<file path="config.mk">
export PLATFORM = sky130hd
export DESIGN_NAME = dual_div_strobe
export DESIGN_NICKNAME = d
export VERILOG_FILES = /design/src/rtl/dds_pkg.sv /design/src/rtl/dds_stage.sv /design/src/rtl/dds_frac.sv /design/src/rtl/dds_ctrl.sv /design/src/rtl/dual_div_strobe.sv
export SDC_FILE = /design/constraint.sdc
export NUM_CORES = 1
export LEC_CHECK = 0
export BUFFER_PORTS_ARGS = -buffer_cell sky130_fd_sc_hd__buf_2
export CORE_ASPECT_RATIO = 1.75
export CORE_MARGIN = 2
export CORE_UTILIZATION = 51
export DETAILED_ROUTE_END_ITERATION = 10
export MAX_ROUTING_LAYER = met4
export PLACE_DENSITY = 0.76
export SLEW_MARGIN = 20
export SYNTH_ARGS = -nofsm -noshare
export SYNTH_HDL_FRONTEND = slang
export SYNTH_SLANG_ARGS = --single-unit
</file>
<file path="constraint.sdc">
create_clock -name clk_i -period 1.7 [get_ports clk_i]
set_input_delay 0.255 -clock clk_i [delete_from_list [all_inputs] [get_ports clk_i]]
set_output_delay 0.255 -clock clk_i [all_outputs]
set_load 0.005 [all_outputs]
</file>
<file path="src/rtl/dds_pkg.sv">
package dds_pkg;
    localparam int FIELD_W = 3;
    localparam int CFG_W   = 2 * FIELD_W + 2;
    localparam int PH_W    = 3;
    localparam logic [PH_W-1:0] PH_LAST = PH_W'(4);

    typedef struct packed {
        logic               en;
        logic               pre;
        logic [FIELD_W-1:0] div_b;
        logic [FIELD_W-1:0] div_a;
    } ctl_word_t;

    function automatic ctl_word_t to_ctl(input logic [CFG_W-1:0] raw);
        return ctl_word_t'(raw);
    endfunction

    // fractional stage emits on these phases of a 5-pulse cycle
    function automatic logic frac_emit(input logic [PH_W-1:0] ph);
        return (ph == PH_W'(0)) || (ph == PH_W'(2));
    endfunction
endpackage

</file>
<file path="src/rtl/dds_stage.sv">
module dds_stage
    import dds_pkg::*;
(
    input  logic               clk_i,
    input  logic               rst_i,
    input  logic               clr_i,
    input  logic               adv_i,
    input  logic [FIELD_W-1:0] limit_i,
    output logic               wrap_o
);
    logic [FIELD_W-1:0] cnt_q;

    assign wrap_o = adv_i && (cnt_q == limit_i);

    always_ff @(posedge clk_i) begin
        if (rst_i || clr_i) begin
            cnt_q <= '0;
        end else if (adv_i) begin
            cnt_q <= wrap_o ? '0 : cnt_q + FIELD_W'(1);
        end
    end

    p_cnt_bound_r2: assert property (@(posedge clk_i) disable iff (rst_i)
        cnt_q <= limit_i);
endmodule

</file>
<file path="src/rtl/dds_frac.sv">
module dds_frac
    import dds_pkg::*;
(
    input  logic            clk_i,
    input  logic            rst_i,
    input  logic            clr_i,
    input  logic [PH_W-1:0] start_i,
    input  logic            adv_i,
    input  logic            bypass_i,
    output logic            fire_o
);
    logic [PH_W-1:0] ph_q;

    assign fire_o = adv_i && (bypass_i || frac_emit(ph_q));

    always_ff @(posedge clk_i) begin
        if (rst_i) begin
            ph_q <= '0;
        end else if (clr_i) begin
            ph_q <= start_i;
        end else if (adv_i && !bypass_i) begin
            ph_q <= (ph_q == PH_LAST) ? '0 : ph_q + PH_W'(1);
        end
    end

    p_phase_range_r4: assert property (@(posedge clk_i) disable iff (rst_i)
        ph_q <= PH_LAST);
endmodule

</file>
<file path="src/rtl/dds_ctrl.sv">
module dds_ctrl
    import dds_pkg::*;
(
    input  logic             clk_i,
    input  logic             rst_i,
    input  logic             we_i,
    input  logic [CFG_W-1:0] wdata_i,
    input  logic             boundary_i,
    output ctl_word_t        act_o,
    output logic             clr_o,
    output logic [PH_W-1:0]  start_o
);
    ctl_word_t act_q, pend_q;
    logic      pend_v_q;
    logic      load_idle, load_edge;

    assign load_idle = we_i && !act_q.en;
    assign load_edge = boundary_i && (we_i || pend_v_q);
    assign clr_o     = load_idle || load_edge;
    assign start_o   = load_edge ? PH_W'(1) : PH_W'(0);
    assign act_o     = act_q;

    always_ff @(posedge clk_i) begin
        if (rst_i) begin
            act_q    <= '0;
            pend_q   <= '0;
            pend_v_q <= 1'b0;
        end else if (load_idle) begin
            act_q    <= to_ctl(wdata_i);
            pend_v_q <= 1'b0;
        end else if (boundary_i) begin
            if (we_i)          act_q <= to_ctl(wdata_i);
            else if (pend_v_q) act_q <= pend_q;
            pend_v_q <= 1'b0;
        end else if (we_i) begin
            pend_q   <= to_ctl(wdata_i);
            pend_v_q <= 1'b1;
        end
    end

    p_hold_word_r6: assert property (@(posedge clk_i) disable iff (rst_i)
        (act_q.en && !boundary_i) |=> $stable(act_q));
    p_pend_drain_r6: assert property (@(posedge clk_i) disable iff (rst_i)
        boundary_i |=> !pend_v_q);
endmodule

</file>
<file path="src/rtl/dual_div_strobe.sv">
module dual_div_strobe
    import dds_pkg::*;
(
    input  logic             clk_i,
    input  logic             rst_i,
    input  logic             tick_i,
    input  logic             cfg_we_i,
    input  logic [CFG_W-1:0] cfg_wdata_i,
    output logic             strobe_o
);
    localparam int NSTAGE = 2;

    ctl_word_t          act;
    logic               clr;
    logic [PH_W-1:0]    start_ph;
    logic               fire;
    logic               strobe_q;
    logic [NSTAGE:0]    chain;
    logic [FIELD_W-1:0] limits [NSTAGE];

    assign limits[0] = act.div_a;
    assign limits[1] = act.div_b;
    assign chain[0]  = tick_i && act.en;

    dds_ctrl u_ctrl (
        .clk_i      (clk_i),
        .rst_i      (rst_i),
        .we_i       (cfg_we_i),
        .wdata_i    (cfg_wdata_i),
        .boundary_i (fire),
        .act_o      (act),
        .clr_o      (clr),
        .start_o    (start_ph)
    );

    for (genvar g = 0; g < NSTAGE; g++) begin : g_stage
        dds_stage u_stage (
            .clk_i   (clk_i),
            .rst_i   (rst_i),
            .clr_i   (clr),
            .adv_i   (chain[g]),
            .limit_i (limits[g]),
            .wrap_o  (chain[g+1])
        );
    end

    dds_frac u_frac (
        .clk_i    (clk_i),
        .rst_i    (rst_i),
        .clr_i    (clr),
        .start_i  (start_ph),
        .adv_i    (chain[NSTAGE]),
        .bypass_i (!act.pre),
        .fire_o   (fire)
    );

    always_ff @(posedge clk_i) begin
        if (rst_i) strobe_q <= 1'b0;
        else       strobe_q <= fire;
    end

    assign strobe_o = strobe_q;

    p_off_quiet_r5: assert property (@(posedge clk_i) disable iff (rst_i)
        !act.en |=> !strobe_o);
    p_every_cycle_r3: assert property (@(posedge clk_i) disable iff (rst_i)
        (act.en && !act.pre && act.div_a == '0 && act.div_b == '0 && tick_i) |=> strobe_o);
    p_no_tick_r7: assert property (@(posedge clk_i) disable iff (rst_i)
        !tick_i |=> !strobe_o);
endmodule

</file>
==> reports/results.txt <==
Initial Utilization: 52.8%
Tcrit/Tclk final: 100%
share of cells above drive strength 1: 36.6%
Layout fillers: 199
standard-cell rows: 24
min setup slack post-route: -0.00355 ns
area of the die: 2980 um^2
Setup crit end kind: flip-flop
largest net degree at the start of global routing: 18
Comb power frac: 18.7%
Fin Hold WS: 0.225 ns
skew final: 0.00120 ns
antenna-violating nets left: 0
Seq pwr share: 52.8%
Sink Count: 27
Clk pwr share: 28.6%
asr flop ratio synth: 0%
final wirelength: 3.09 mm
Worst Tran Pin Value: 0.590 ns
Top FF cell, synth: dfxtp_1
via count: 1117
routability cong.: 0.836
total CTS buffers: 3
CP max FO: 5
Synth Area per Inst: 9.77 um^2
top-count cell post-synth: dfxtp_1
ANT cells: 0
H-tree depth: 1
Sw Share: 27.0%
area grow syn2layout: 27.0%
Clock transition at path regs: 0.09 ns
Mapped Nets: 149
Pre-Repair DR Iteration Count: 4
Pwr Total: 1290 uW
Max-cap violations: 0
post-synth top area cell: dfxtp_1
Yosys top cell area share: 41.6%
Syn Inst Count: 133
crit path kind: reg2reg
Final Max Slew Viols: 0
final hold viol count: 0
Chip Width: 42.2 um
vias in the first global route: 1156
most frequent cells after synthesis: dfxtp_1, nor2_1, mux2i_1
Cell variety after synth: 35
register bit total from synthesis: 27
nets@finish: 181
Hold Crit Class: in2reg
Cell Int Power: 939 uW
dpl hpwl: 2.12 mm
Startpoint Class: flip-flop
Syn Std Cell Area: 1300 um^2
DR DRC count: 0
clk_lat worst skew: 0.27 ns
cell chosen for the clock root: clkbuf_8
Seq/Total Area, Yosys: 41.6%
Max-slew headroom: 60.4%
first-pass GRT wire length: 5.09 mm
I/O Pins: 13
RSZ-0062 raised after global routing: yes
post-layout min period: 1.70 ns
violations in the final reports: negative setup slack
Arr. time, crit path: 1.91 ns
post-placement cell area: 1490 um^2
total gr overflow: 0
Via density: 5.88
TNS Setup: -0.00355 ns
Sw Pwr: 348 uW
design area: 1650 um^2
CTS tree: done
Die H: 70.8 um
top cells by area, synth: dfxtp_1, mux2i_1, nor2_1, xor2_1, ha_1
Required @ worst endpoint: 1.90 ns
R2R setup slack: -0.004 ns
IO buf count: 12
yosys warns: 0
Post-synth EDFFs: 0
total track usage: 22.6%
core region area: 2460 um^2
Max IR drop VDD: 0.822 mV
final setup violation count: 1
Static Leak: 0.000662 uW
clk buf depth: 2
WL per Instance: 16.2 um
status: complete, but fails checks
Power per Cell Area: 779 nW/um^2
Util after Layout: 67.1%
FMAX: 0.587 GHz
antenna violations before repair: 0
Iter 0 DRT Violations: 39
## cell families (layout without fill, tap and decap cells)
kind of cell | count (synthesis) | count (layout) | share of synthesized area [%]
simple gates | 47 | 47 | 19.8
flops | 27 | 27 | 41.6
buf+inv | 7 | 37 | 2.89
mux | 17 | 17 | 13.1
fa+ha+maj | 4 | 4 | 3.85
compound gates | 24 | 25 | 14.1
xor+xnor | 7 | 7 | 4.72
## worst max-delay path: stages (launching register included)
cell      delay (ns)
dfxtp_2         0.35
xor2_2          0.19
buf_4           0.14
or4_4           0.55
nor2_2          0.15
nand3b_1        0.09
a21oi_1         0.17
## sequential cells by signal, indices dropped and copies added (netlist names)
signal                 count
u_ctrl.act_o               8
u_ctrl.pend_q              8
g_stage.u_stage.cnt_q      6
u_frac.ph_q                3
strobe_o                   1
u_ctrl.pend_v_q            1
## repair_timing
item                       in CTS  in global routing
hold buffers                    0                  0
setup buffers                   3                  1
gates resized for setup        11                  7
setup endpoints to repair      11                 16
cloned                          1                  0
pin swaps                       5                  5
## worst paths after layout
check | cells after the start | startpoint | endpoint
worst max-delay path | 6 | u_ctrl.act_o[1] | g_stage[1].u_stage.cnt_q[2]
worst min-delay path | 3 | cfg_wdata_i[2] | u_ctrl.pend_q[2]
worst max register to register | 6 | u_ctrl.act_o[1] | g_stage[1].u_stage.cnt_q[2]
worst min register to register | 2 | u_frac.ph_q[1] | u_frac.ph_q[1]
## through the flow
step           instances  worst slack [ns]
6_report             190          -0.00355
3_3_place_gp         181            0.0400
3_5_place_dp         181           -0.0563
4_1_cts              189          -0.00213
5_1_grt              190           -0.0972
2_1_floorplan        133          0.000858
## layout by cell type, fill, tap and decap left out, drive strengths merged, types with 2 or more instances in the layout
cell type / Yosys / routed
mux2i: 17 / 17
dfxtp: 27 / 27
buf: 3 / 30
ha: 4 / 4
xor2: 6 / 6
nor3b: 2 / 2
nand3: 3 / 3
nand2: 5 / 5
nor2: 24 / 24
a41o: 1 / 2
nand4: 2 / 2
inv: 3 / 3
a211oi: 7 / 7
a21oi: 7 / 7
or2: 2 / 2
nor3: 3 / 3
clkbuf: 1 / 4
o21ai: 3 / 3
## power by group through the flow
stage          Clock (uW)  Combinational [uW]  Sequential, uW
6_report              368                 240             679
4_1_cts               373                 228             677
3_5_place_dp            0                 203             690
2_1_floorplan           0                 128             689
3_3_place_gp            0                 193             689
5_1_grt               391                 259             681
## metal layers
layer | part of all wire [%] | GRT usage, % | routed length, um
met5 | 0 | - | 0
met4 | 2.9 | 9.03 | 91
met3 | 2.6 | 1.79 | 80
met2 | 59 | 45.0 | 1820
met1 | 36 | 21.0 | 1100
## cell type report
| type | instances | area (um^2) | area share, % |
|---|---|---|---|
| Clock buffer | 4 | 45.0 | 2.73 |
| Timing Repair Buffer | 30 | 211 | 12.8 |
| Inverter | 3 | 11.3 | 0.682 |
| Sequential cell | 27 | 546 | 33.0 |
| Multi-Input combinational cell | 100 | 806 | 48.8 |
| Tap cell | 26 | 32.5 | 1.97 |
No activity file was read; power rests on OpenSTA's default activity.
